File: src/rtl/dlx_pkg.sv
package dlx_pkg;

    typedef enum logic [1:0] {
        ST_OFF  = 2'd0,
        ST_HUNT = 2'd1,
        ST_RUN  = 2'd2
    } trk_state_e;

    localparam logic [1:0] FSEL_ALL  = 2'd0;
    localparam logic [1:0] FSEL_ODD  = 2'd1;
    localparam logic [1:0] FSEL_EVEN = 2'd2;

endpackage

File: src/rtl/dlx_slot_tracker.sv
module dlx_slot_tracker
    import dlx_pkg::*;
#(
    parameter int SLOT_W   = 5,
    parameter int T1_SLOTS = 24,
    parameter int POS_W    = SLOT_W + 4
) (
    input  logic              clk,
    input  logic              rst_n,
    input  logic              enable,
    input  logic              mode_e1,
    input  logic              rx_valid,
    input  logic              rx_bit,
    input  logic              frame_start,
    input  logic [1:0]        frame_sel,
    input  logic [SLOT_W-1:0] slot,
    input  logic [7:0]        mask,
    output logic              cap_valid,
    output logic              cap_bit
);

    localparam logic [POS_W-1:0] POS_MAX = {POS_W{1'b1}};

    trk_state_e        state_q, state_d;
    logic [POS_W-1:0]  pos_q, cur_pos;
    logic              odd_q, cur_odd;
    logic              is_fs, live, parity_ok;
    logic [POS_W-1:0]  t1_base, t1_off;
    logic              f_hit, t1_hit, e1_hit, bit_on;
    logic [2:0]        idx;

    // state register
    always_ff @(posedge clk) begin
        if (!rst_n) state_q <= ST_OFF;
        else        state_q <= state_d;
    end

    // next state
    always_comb begin
        state_d = state_q;
        unique case (state_q)
            ST_OFF:  if (enable) state_d = ST_HUNT;
            ST_HUNT: if (!enable) state_d = ST_OFF;
                     else if (is_fs) state_d = ST_RUN;
            ST_RUN:  if (!enable) state_d = ST_OFF;
            default: state_d = ST_OFF;
        endcase
    end

    assign is_fs = rx_valid && frame_start;

    // outputs
    always_comb begin
        live    = 1'b0;
        cur_odd = odd_q;
        unique case (state_q)
            ST_OFF:  begin
                live    = 1'b0;
                cur_odd = 1'b0;
            end
            ST_HUNT: begin
                live    = enable && is_fs;
                cur_odd = 1'b1;
            end
            ST_RUN:  begin
                live    = enable;
                cur_odd = is_fs ? ~odd_q : odd_q;
            end
            default: begin
                live    = 1'b0;
                cur_odd = 1'b0;
            end
        endcase

        unique case (frame_sel)
            FSEL_ODD:  parity_ok = cur_odd;
            FSEL_EVEN: parity_ok = ~cur_odd;
            default:   parity_ok = 1'b1;
        endcase

        cur_pos = is_fs ? '0 : pos_q;

        t1_base = POS_W'({slot, 3'b000}) - POS_W'(7);
        t1_off  = cur_pos - t1_base;
        f_hit   = !mode_e1 && (slot == '0) && (cur_pos == '0);
        t1_hit  = !mode_e1 && (slot != '0) && (slot <= SLOT_W'(T1_SLOTS))
                  && (cur_pos >= t1_base) && (t1_off < POS_W'(8));
        e1_hit  = mode_e1 && (cur_pos[POS_W-1:SLOT_W+3] == '0)
                  && (cur_pos[SLOT_W+2:3] == slot);
        idx     = mode_e1 ? cur_pos[2:0] : t1_off[2:0];
        bit_on  = mask[3'd7 - idx];

        cap_valid = live && rx_valid && parity_ok
                    && (f_hit || ((t1_hit || e1_hit) && bit_on));
        cap_bit   = rx_bit;
    end

    // bit position and frame parity
    always_ff @(posedge clk) begin
        if (!rst_n) begin
            pos_q <= '0;
            odd_q <= 1'b0;
        end else if (state_q == ST_OFF || !enable) begin
            pos_q <= '0;
            odd_q <= 1'b0;
        end else if (rx_valid) begin
            pos_q <= (cur_pos == POS_MAX) ? POS_MAX : cur_pos + 1'b1;
            if (is_fs) odd_q <= cur_odd;
        end
    end

endmodule

File: src/rtl/dlx_packer.sv
module dlx_packer #(
    parameter int WORD_W  = 8,
    parameter int SHORT_W = 6
) (
    input  logic              clk,
    input  logic              rst_n,
    input  logic              flush,
    input  logic              pack6,
    input  logic              cap_valid,
    input  logic              cap_bit,
    output logic              push_valid,
    output logic [WORD_W-1:0] push_data
);

    localparam int CNT_W = $clog2(WORD_W) + 1;
    localparam logic [WORD_W-1:0] SHORT_MASK = WORD_W'((1 << SHORT_W) - 1);

    logic [WORD_W-1:0] sh_q, sh_next;
    logic [CNT_W-1:0]  cnt_q, cnt_next, target;

    assign sh_next  = {sh_q[WORD_W-2:0], cap_bit};
    assign cnt_next = cnt_q + 1'b1;
    assign target   = pack6 ? CNT_W'(SHORT_W) : CNT_W'(WORD_W);

    always_ff @(posedge clk) begin
        if (!rst_n) begin
            sh_q       <= '0;
            cnt_q      <= '0;
            push_valid <= 1'b0;
            push_data  <= '0;
        end else if (flush) begin
            cnt_q      <= '0;
            push_valid <= 1'b0;
        end else begin
            push_valid <= 1'b0;
            if (cap_valid) begin
                sh_q <= sh_next;
                if (cnt_next >= target) begin
                    cnt_q      <= '0;
                    push_valid <= 1'b1;
                    push_data  <= pack6 ? (sh_next & SHORT_MASK) : sh_next;
                end else begin
                    cnt_q <= cnt_next;
                end
            end
        end
    end

endmodule

File: src/rtl/dlx_rx_fifo.sv
module dlx_rx_fifo #(
    parameter int DEPTH = 64,
    parameter int W     = 8,
    localparam int AW   = $clog2(DEPTH),
    localparam int CW   = AW + 1
) (
    input  logic          clk,
    input  logic          rst_n,
    input  logic          push,
    input  logic [W-1:0]  push_data,
    input  logic          pop,
    input  logic          ovf_clear,
    output logic [W-1:0]  pop_data,
    output logic          pop_valid,
    output logic [CW-1:0] count,
    output logic          empty,
    output logic          overflow
);

    logic [W-1:0]  mem [DEPTH];
    logic [AW-1:0] wr_ptr, rd_ptr;
    logic          full, do_push, do_pop;

    assign full    = (count == CW'(DEPTH));
    assign empty   = (count == '0);
    assign do_push = push && !full;
    assign do_pop  = pop && !empty;

    always_ff @(posedge clk) begin
        if (do_push) mem[wr_ptr] <= push_data;
    end

    always_ff @(posedge clk) begin
        if (!rst_n) begin
            wr_ptr    <= '0;
            rd_ptr    <= '0;
            count     <= '0;
            pop_valid <= 1'b0;
            pop_data  <= '0;
            overflow  <= 1'b0;
        end else begin
            pop_valid <= do_pop;
            if (do_push) wr_ptr <= (wr_ptr == AW'(DEPTH - 1)) ? '0 : wr_ptr + 1'b1;
            if (do_pop) begin
                pop_data <= mem[rd_ptr];
                rd_ptr   <= (rd_ptr == AW'(DEPTH - 1)) ? '0 : rd_ptr + 1'b1;
            end
            if (do_push && !do_pop)      count <= count + 1'b1;
            else if (do_pop && !do_push) count <= count - 1'b1;
            if (push && full)   overflow <= 1'b1;
            else if (ovf_clear) overflow <= 1'b0;
        end
    end

endmodule

File: src/rtl/dlx_extract.sv
module dlx_extract
    import dlx_pkg::*;
#(
    parameter int FIFO_DEPTH = 64,
    parameter int SLOT_W     = 5,
    parameter int T1_SLOTS   = 24,
    localparam int CNT_W     = $clog2(FIFO_DEPTH) + 1
) (
    input  logic              clk,
    input  logic              rst_n,
    input  logic              rx_bit,
    input  logic              rx_valid,
    input  logic              frame_start,
    input  logic              mode_e1,
    input  logic              cfg_enable,
    input  logic [1:0]        cfg_frame_sel,
    input  logic [SLOT_W-1:0] cfg_slot,
    input  logic [7:0]        cfg_bit_mask,
    input  logic              cfg_pack6,
    input  logic              ovf_clear,
    input  logic              pop,
    output logic [7:0]        pop_data,
    output logic              pop_valid,
    output logic [CNT_W-1:0]  fifo_count,
    output logic              fifo_empty,
    output logic              overflow
);

    logic       cap_valid, cap_bit;
    logic       push_valid;
    logic [7:0] push_data;

    dlx_slot_tracker #(
        .SLOT_W   (SLOT_W),
        .T1_SLOTS (T1_SLOTS)
    ) u_trk (
        .clk         (clk),
        .rst_n       (rst_n),
        .enable      (cfg_enable),
        .mode_e1     (mode_e1),
        .rx_valid    (rx_valid),
        .rx_bit      (rx_bit),
        .frame_start (frame_start),
        .frame_sel   (cfg_frame_sel),
        .slot        (cfg_slot),
        .mask        (cfg_bit_mask),
        .cap_valid   (cap_valid),
        .cap_bit     (cap_bit)
    );

    dlx_packer #(
        .WORD_W  (8),
        .SHORT_W (6)
    ) u_pack (
        .clk        (clk),
        .rst_n      (rst_n),
        .flush      (!cfg_enable),
        .pack6      (cfg_pack6),
        .cap_valid  (cap_valid),
        .cap_bit    (cap_bit),
        .push_valid (push_valid),
        .push_data  (push_data)
    );

    dlx_rx_fifo #(
        .DEPTH (FIFO_DEPTH),
        .W     (8)
    ) u_fifo (
        .clk       (clk),
        .rst_n     (rst_n),
        .push      (push_valid),
        .push_data (push_data),
        .pop       (pop),
        .ovf_clear (ovf_clear),
        .pop_data  (pop_data),
        .pop_valid (pop_valid),
        .count     (fifo_count),
        .empty     (fifo_empty),
        .overflow  (overflow)
    );

endmodule

File: config.mk
export PLATFORM = sky130hd
export DESIGN_NAME = dlx_extract
export DESIGN_NICKNAME = d
export VERILOG_FILES = /design/src/rtl/dlx_pkg.sv /design/src/rtl/dlx_slot_tracker.sv /design/src/rtl/dlx_packer.sv /design/src/rtl/dlx_rx_fifo.sv /design/src/rtl/dlx_extract.sv
export SDC_FILE = /design/constraint.sdc
export NUM_CORES = 1
export LEC_CHECK = 0
export BUFFER_PORTS_ARGS = -buffer_cell sky130_fd_sc_hd__buf_2
export CAP_MARGIN = 20
export CELL_PAD_IN_SITES_DETAIL_PLACEMENT = 2
export CELL_PAD_IN_SITES_GLOBAL_PLACEMENT = 2
export CORE_MARGIN = 2
export CORE_UTILIZATION = 49
export CTS_CLUSTER_SIZE = 24
export DETAILED_ROUTE_END_ITERATION = 7
export GPL_TIMING_DRIVEN = 0
export PLACE_DENSITY_LB_ADDON = 0.1
export SLEW_MARGIN = 10
export SYNTH_ARGS = -nofsm -noshare
export SYNTH_HDL_FRONTEND = slang
export SYNTH_SLANG_ARGS = --single-unit
File: constraint.sdc
create_clock -name clk -period 3.95 [get_ports clk]
set_input_delay 0.395 -clock clk [delete_from_list [all_inputs] [get_ports clk]]
set_output_delay 0.395 -clock clk [all_outputs]
set_load 0.02 [all_outputs]
==> key figures, run 1 <==
Outcome
  – Run status: completed

STA
  – Minimum clock period after layout: a little under 4 ns
  – RSZ-0062 raised after global routing: false
  – Crit share post-route: 0.980
  – Worst Max-Slew Pin Slew: 1.17 ns
  – Worst Clk Skew: approximately 0.030 ns
  – Final setup vio count: 0
  – Fin Hold WS: ~0.065 ns
  – Final TNS setup: 0 ns
  – Max Slew Vio Count: 0
  – Fmax achieved: roughly 260 MHz
  – Slew HR: 0.215
  – Final Hold Viols: 0

Global route
  – Initial antenna violation count: 1
  – GRT overflow: 0
  – Largest net degree at the start of global routing: 66
  – GRT Util Overall: 0.295
  – First-pass GRT wire length: 104 mm
  – Vias in the first global route: 14400

Synth
  – EDFF count, synth: 512
  – Count leader, synth: edfxtp_1
  – Post-synthesis cell type count: 65
  – Yosys reg bits: ~570
  – Fraction of registers with async set/reset: 0
  – Top cell type's share of synthesized area: 0.652
  – Synth Instances: 1300
  – Net Count, Synth: 1355
  – Sequential share of the synthesized area: 0.704
  – Mapped Avg Cell Area: roughly 18 um^2
  – Syn. warnings: 0
  – Commonest cells in the netlist: 512 x edfxtp_1, 160 x mux4_2, 102 x nor2_1
  – Area contributors post-synth: edfxtp_1 65%, mux4_2 15%, dfxtp_1 5.2%
  – Area leader, netlist: edfxtp_1
  – Synthesized area: roughly 24000 um^2
  – Top FF cell, synth: edfxtp_1

Critical path
  – Critical R2R Launch: u_fifo.rd_ptr[1]$_SDFFE_PN0P_
  – Crit path capture type: flop
  – CP Cell Sequence: buf_1 -> buf_2 -> clkdlybuf4s15_1 -> mux4_2 -> mux4_2 -> a221oi_2 -> o22ai_1
  – CP Max Fanout: 10
  – CP startpoint: u_fifo.rd_ptr[1]$_SDFFE_PN0P_
  – Slowest stage delay, CP: ~0.72 ns
  – Worst path top cell family by delay: buffers and inverters
  – Worst path bufs/invs: 3
  – Levels on crit path: 7
  – Worst path required time: around 4.4 ns
  – Crit start category: flop
  – Reg2reg path depth: 7
  – CP most frequent cell: mux4_2
  – Slowest cell on crit path: clkdlybuf4s15_1
  – Worst EP arrival: 4.35 ns
  – Setup CP Type: reg -> reg

Floorplanning
  – I/O pin total: 43
  – Core Box Area: approximately 48000 um^2
  – Num rows: 80
  – Horiz. Die Dim: between 200 and 250 um
  – Die area: between 40000 and 50000 um^2
  – Die Y: around 220 um
  – Starting Density: 0.495

Place
  – Routability cong.: 0.794
  – DP HPWL: 46.6 mm
  – Placed Cells: 1961
  – Number of port buffers: 38

Route
  – Post-DRT Antenna Nets: 0
  – Drt drc: 0
  – Drt total wl: between 70 and 80 mm
  – Via count: 13200
  – Initial DRC Count: ~1200
  – Routed WL per cell: roughly 35 um
  – TritonRoute pass-1 iters: 5
  – Via-to-Cell Ratio: between 6 and 7

Finish
  – Fraction of layout cells with a size suffix above 1: 0.245
  – Layout area overhead: 13.2%
  – Fillcell total: 4038
  – Multi-input gate area: approximately 6500 um^2
  – NumNets Final: between 1000 and 1500
  – Finished Layout Cells: 2067
  – Reg area: roughly 17000 um^2

CTS
  – CTS tree: yes
  – Total CTS buffers: a little under 60
  – Sinks on Clock Net: between 500 and 600
  – Root Driver: clkbuf_16
  – Clock transition at the registers of the reported paths: 0.06 ns
  – Postcts setup bufs: 0
  – Worst-skew pair later-pin latency: around 0.64 ns
  – Htree depth: 2
  – Clock tree buffer depth: 3

Worst hold path
  – Hold depth: 3
  – Hold Crit Class: in -> reg
  – Hold Startpoint: rx_bit

Power and ir drop
  – Lkg Pwr: approximately 0.0076 uW
  – Pwr Density: 548 nW/um^2
  – Peak supply drop: 0.405 mV
  – Power Total: 14600 uW

Flow run
  – Max Cap Viol: 0
## worst reg2reg max path, stage by stage, from the launching register on
cell	delay [ns]
dfxtp_1	0.43
buf_1	0.63
buf_2	0.52
clkdlybuf4s15_1	0.72
mux4_2	0.44
mux4_2	0.52
a221oi_2	0.35
o22ai_1	0.13
## where the power goes
group | switching [uW] | internal (uW) | leakage, uW
clock network | 2390 | 3320 | 0.000956
logic | 1310 | 964 | 0.00218
registers | 71.5 | 6560 | 0.00445
total | 3770 | 10800 | 0.00758
## cells in the final DEF, fill, tap and decap left out, types with 4 or more instances in the layout
cell type / instances
a21boi_0: 4
a21o_1: 6
a21oi_1: 27
a221oi_2: 8
a22o_1: 8
a31oi_1: 6
and2_1: 20
buf_1: 15
buf_12: 5
buf_2: 51
buf_4: 8
buf_6: 5
bufinv_16: 7
clkbuf_1: 43
clkbuf_16: 59
clkbuf_8: 8
clkinv_1: 6
clkinv_2: 11
dfxtp_1: 53
dfxtp_2: 7
edfxtp_1: 512
ha_1: 29
inv_1: 21
mux2i_1: 10
mux4_2: 160
nand2_1: 63
nand2b_1: 7
nand3_1: 23
nand4_1: 9
nor2_1: 102
nor2b_1: 16
nor3_1: 10
o21ai_0: 31
o22ai_1: 9
or3_1: 5
xnor2_1: 17
xor2_1: 6
## metal layers
layer,vias to the layer above,routed length [um],global-route usage
li1,5413,-,-
met2,561,36100,0.499
met4,2,2840,0.114
met5,-,13,0
met3,146,4350,0.0461
met1,7099,28200,0.389
## path summary, 6_finish.rpt
path | end | slack, ns
max | u_fifo.pop_data[4]$_SDFFE_PN0P_ | 0.08
min | u_pack.push_data[0]$_SDFFE_PN0P_ | 0.06
max reg2reg | u_fifo.pop_data[4]$_SDFFE_PN0P_ | 0.08
min reg2reg | u_fifo.pop_data[3]$_SDFFE_PN0P_ | 0.48
## per-stage QoR
stage	cell area [um^2]	utilization	setup WS (ns)
after floorplan	23600	-	0.161
after global placement	24500	0.515	-0.0626
after detailed placement	24700	0.519	-0.198
after CTS	26700	0.560	0.0997
after global routing	26700	0.560	0.000540
final	26700	0.560	0.0797
## registers in the layout (all words and copies together), names as in the netlist, 2 cells and up
register	flops
u_fifo.count	7
u_fifo.mem	512
u_fifo.pop_data	8
u_fifo.rd_ptr	6
u_fifo.wr_ptr	6
u_pack.cnt_q	4
u_pack.push_data	8
u_pack.sh_q	7
u_trk.pos_q	9
u_trk.state_q	2
## area by class of cell
type / count / area share
Clock inverter: 28 / 0.0121
Sequential cell: 573 / 0.623
Buffer: 74 / 0.0138
Inverter: 22 / 0.00310
Tap cell: 615 / 0.0288
Multi-Input combinational cell: 629 / 0.245
Clock buffer: 78 / 0.0606
Timing Repair Buffer: 47 / 0.0136
Antenna cell: 1 / 0.0000938
## logic make-up (layout without fill, tap and decap cells)
kind of cell,after synthesis,after routing,synth area share
buffers and inverters,98,249,0.0187
AND/OR/NAND/NOR,276,276,0.0556
adder cells (fa/ha/maj),30,30,0.0162
other,0,1,0
multiplexers,171,171,0.158
AO/OA/AOI/OAI,128,128,0.0384
flip-flops,573,573,0.704
XOR/XNOR,24,24,0.00924
## repair_timing
| action | 4_1_cts | 5_1_grt |
|---|---|---|
| hold buffers | 0 | 0 |
| resized for setup | 3 | 6 |
| endpoints found under the setup margin | 2 | 14 |
No activity file was read; power rests on OpenSTA's default activity.
==> run 2, diff against run 1 <==
--- a/config.mk
+++ b/config.mk
@@ -15,6 +15,7 @@
 export DETAILED_ROUTE_END_ITERATION = 7
 export GPL_TIMING_DRIVEN = 0
 export PLACE_DENSITY_LB_ADDON = 0.1
+export REMOVE_ABC_BUFFERS = 1
 export SLEW_MARGIN = 10
 export SYNTH_ARGS = -nofsm -noshare
 export SYNTH_HDL_FRONTEND = slang
==> key figures, run 2 (same netlist as run 1, synthesis figures left out) <==
Outcome
  – Run status: complete, but fails checks
  – Violated checks: setup timing

CTS
  – Clock tree buffer depth: 3 (unchanged)
  – CTS tree: yes
  – Sinks on Clock Net: 573 (unchanged)
  – Clock transition at the registers of the reported paths: 0.09 ns (+0.03 ns)
  – Htree depth: 2 (unchanged)
  – Root Driver: clkbuf_16
  – Hold buffers post-CTS: 0 (unchanged)
  – Worst-skew pair later-pin latency: 0.64 ns (about the same)
  – Total CTS buffers: 59 (+1.7%)

Global route
  – Vias in the first global route: 14500 (+0.60%)
  – GRT Util Overall: 0.307 (+0.0120)
  – Initial antenna violation count: 2 (+1)
  – GRT overflow: 0 (unchanged)
  – First-pass GRT wire length: 109 mm (+4.8%)
  – Largest net degree at the start of global routing: 62 (-6.1%)

Finish
  – Fillcell total: 4049 (+0.27%)
  – NumNets Final: 1402 (-4.0%)
  – Layout area overhead: 12.3%
  – Biggest register: u_fifo.mem
  – Multi-input gate area: 6580 um^2 (+0.54%)
  – Commonest non-fill, non-tap cell in the layout: edfxtp_1
  – Fin area: 26500 um^2 (-0.82%)
  – Finished Layout Cells: 2012 (-2.7%)
  – Reg area: 16600 um^2 (about the same)
  – Max reg flops: 512 (unchanged)
  – Largest regs: u_fifo.mem (512), u_trk.pos_q (9)
  – Commonest non-fill, non-tap cells in the layout: 512 x edfxtp_1, 160 x mux4_2, 99 x nor2_1
  – Fraction of layout cells with a size suffix above 1: 0.251 (+0.00537)

Worst hold path
  – Hold Crit Class: in -> reg
  – Hold Startpoint: rx_bit
  – Worst Hold End: u_pack.sh_q[0]$_SDFFE_PN0P_
  – Hold depth: 3 (unchanged)

STA
  – Crit share post-route: 1.01 (+0.0313)
  – Fmax achieved: 250 MHz (-3.1%)
  – Final setup vio count: 20 (+20)
  – Max Slew Vio Count: 0 (unchanged)
  – Worst Clk Skew: 0.0347 ns (+0.00457 ns)
  – Minimum clock period after layout: 3.99 ns (+0.123 ns)
  – Worst Slack Setup Final: -0.0438 ns (-0.123 ns)
  – Slew HR: 0.265 (+0.0505)
  – Fin Hold WS: 0.0806 ns (+0.0160 ns)
  – Final Hold Viols: 0 (unchanged)
  – Worst Max-Slew Pin Slew: 1.10 ns (-0.0755 ns)
  – Final TNS setup: -0.378 ns (-0.378 ns)

Power and ir drop
  – Pwr Density: 545 nW/um^2 (-0.61%)
  – Share of total power in combinational logic: 0.153 (-0.003)
  – Power Total: 14400 uW (-1.4%)
  – Sequential share of power: 0.469 (+0.015)
  – Clock power share: 0.378 (-0.013)
  – Lkg Pwr: 0.00744 uW (-1.8%)
  – Internal: 10500 uW (-3.1%)
  – Sw frac: 0.271 (+0.0123)
  – Psw: 3900 uW (+3.3%)
  – Peak supply drop: 0.511 mV (+26%)

Critical path
  – Crit start category: flop
  – CP Cell Sequence: nor3_2 -> nand2_1 -> and2_1 -> nor2b_1 -> nand3_1 -> nor2_1
  – Setup CP Type: reg -> reg
  – RR Endpoint: u_fifo.mem[59][5]$_DFFE_PP_
  – Worst EP arrival: 4.23 ns (-0.12 ns)
  – Worst path top cell family by delay: simple AND/OR/NAND/NOR gates
  – Crit path capture type: flop
  – Critical R2R Launch: u_fifo.count[0]$_SDFFE_PN0P_
  – Slowest cell on crit path: nor2_1
  – Worst path bufs/invs: 0 (-3)
  – CP Max Fanout: 8 (-2)
  – Flop2flop setup slack: -0.04 ns (-0.12 ns)
  – Worst path required time: 4.18 ns (-0.25 ns)
  – Reg2reg path depth: 6 (-1)
  – Slowest stage delay, CP: 1.13 ns (+0.41 ns)

Route
  – Post-DRT Antenna Nets: 0 (unchanged)
  – Drt drc: 0 (unchanged)
  – Initial DRC Count: 1367 (+17%)
  – Via-to-Cell Ratio: 6.57 (+2.7%)
  – Routed WL per cell: 37.2 um (+7.7%)
  – Via count: 13200 (-0.045%)
  – Drt total wl: 74.9 mm (+4.8%)
  – TritonRoute pass-1 iters: 4 (-1)

Floorplanning
  – Horiz. Die Dim: 223 um (unchanged)
  – Num rows: 80 (unchanged)
  – Core Box Area: 47600 um^2 (unchanged)
  – Die area: 49900 um^2 (unchanged)
  – Starting Density: 0.495 (unchanged)
  – Die Y: 223 um (unchanged)
  – I/O pin total: 43 (unchanged)

Place
  – Number of port buffers: 42 (+11%)
  – DP HPWL: 44.8 mm (-3.7%)
  – Routability cong.: 0.781 (-1.6%)
  – Placed Cells: 1897 (-3.3%)
  – Placed Area: 24600 um^2 (-0.62%)

Flow run
  – Max Cap Viol: 0 (unchanged)
run 2: worst max-delay path by stage:
stage / endpoint / startpoint / depth (start not counted) / slack [ns]
finish: u_fifo.mem[59][5]$_DFFE_PP_ / u_fifo.count[0]$_SDFFE_PN0P_ / 6 / -0.04
global route: u_fifo.mem[59][5]$_DFFE_PP_ / u_fifo.count[0]$_SDFFE_PN0P_ / 6 / -0.04
CTS: u_fifo.count[6]$_SDFFE_PN0P_ / u_fifo.count[2]$_SDFFE_PN0P_ / 15 / 0.03
detailed placement: u_pack.cnt_q[2]$_SDFFE_PN0P_ / rx_valid / 13 / -0.54
global placement: u_fifo.pop_data[1]$_SDFFE_PN0P_ / u_fifo.rd_ptr[0]$_SDFFE_PN0P_ / 5 / -5.96
floorplan: u_fifo.pop_data[0]$_SDFFE_PN0P_ / u_fifo.rd_ptr[0]$_SDFFE_PN0P_ / 5 / -3.17
run 2: worst min-delay path: stages:
cell and delay (ns):
buf_2 0.10, nand3_1 0.07, o21ai_0 0.09
run 2: layer usage:
metal	routed length, um	GRT usage
met1	29100	0.394
met2	38700	0.537
met3	4380	0.0457
met4	2720	0.108
met5	12	0
run 2: cell type report:
class,count,share of cell area
diodes,1,0.0000946
clock buffers,77,0.0599
clock inverters,33,0.00809
inverters,22,0.00312
multi-input cells,629,0.249
flip-flops and latches,573,0.628
well taps,615,0.0291
repair buffers,62,0.0231
run 2: power by group through the flow:
stage	registers, uW	logic [uW]	clock network, uW
floorplan	7120	1210	0
global placement	7130	1450	0
detailed placement	6880	2110	0
CTS	6760	2190	5490
global route	6780	2340	5670
finish	6760	2200	5450
run 2: through the flow:
stage           util  setup WS, ns
2_1_floorplan      -         -3.17
3_3_place_gp   0.508         -5.96
3_5_place_dp   0.515        -0.539
4_1_cts        0.553        0.0320
5_1_grt        0.555       -0.0432
6_report       0.555       -0.0438
run 2: repair_timing:
| action | CTS | global route |
|---|---|---|
| endpoints found under the setup margin | 3 | 9 |
| gates cloned | 0 | 0 |
| hold endpoints to repair | 0 | 0 |
| pin swaps | 0 | 1 |
| gates resized for setup | 3 | 4 |
| buffers inserted | 0 | 1 |
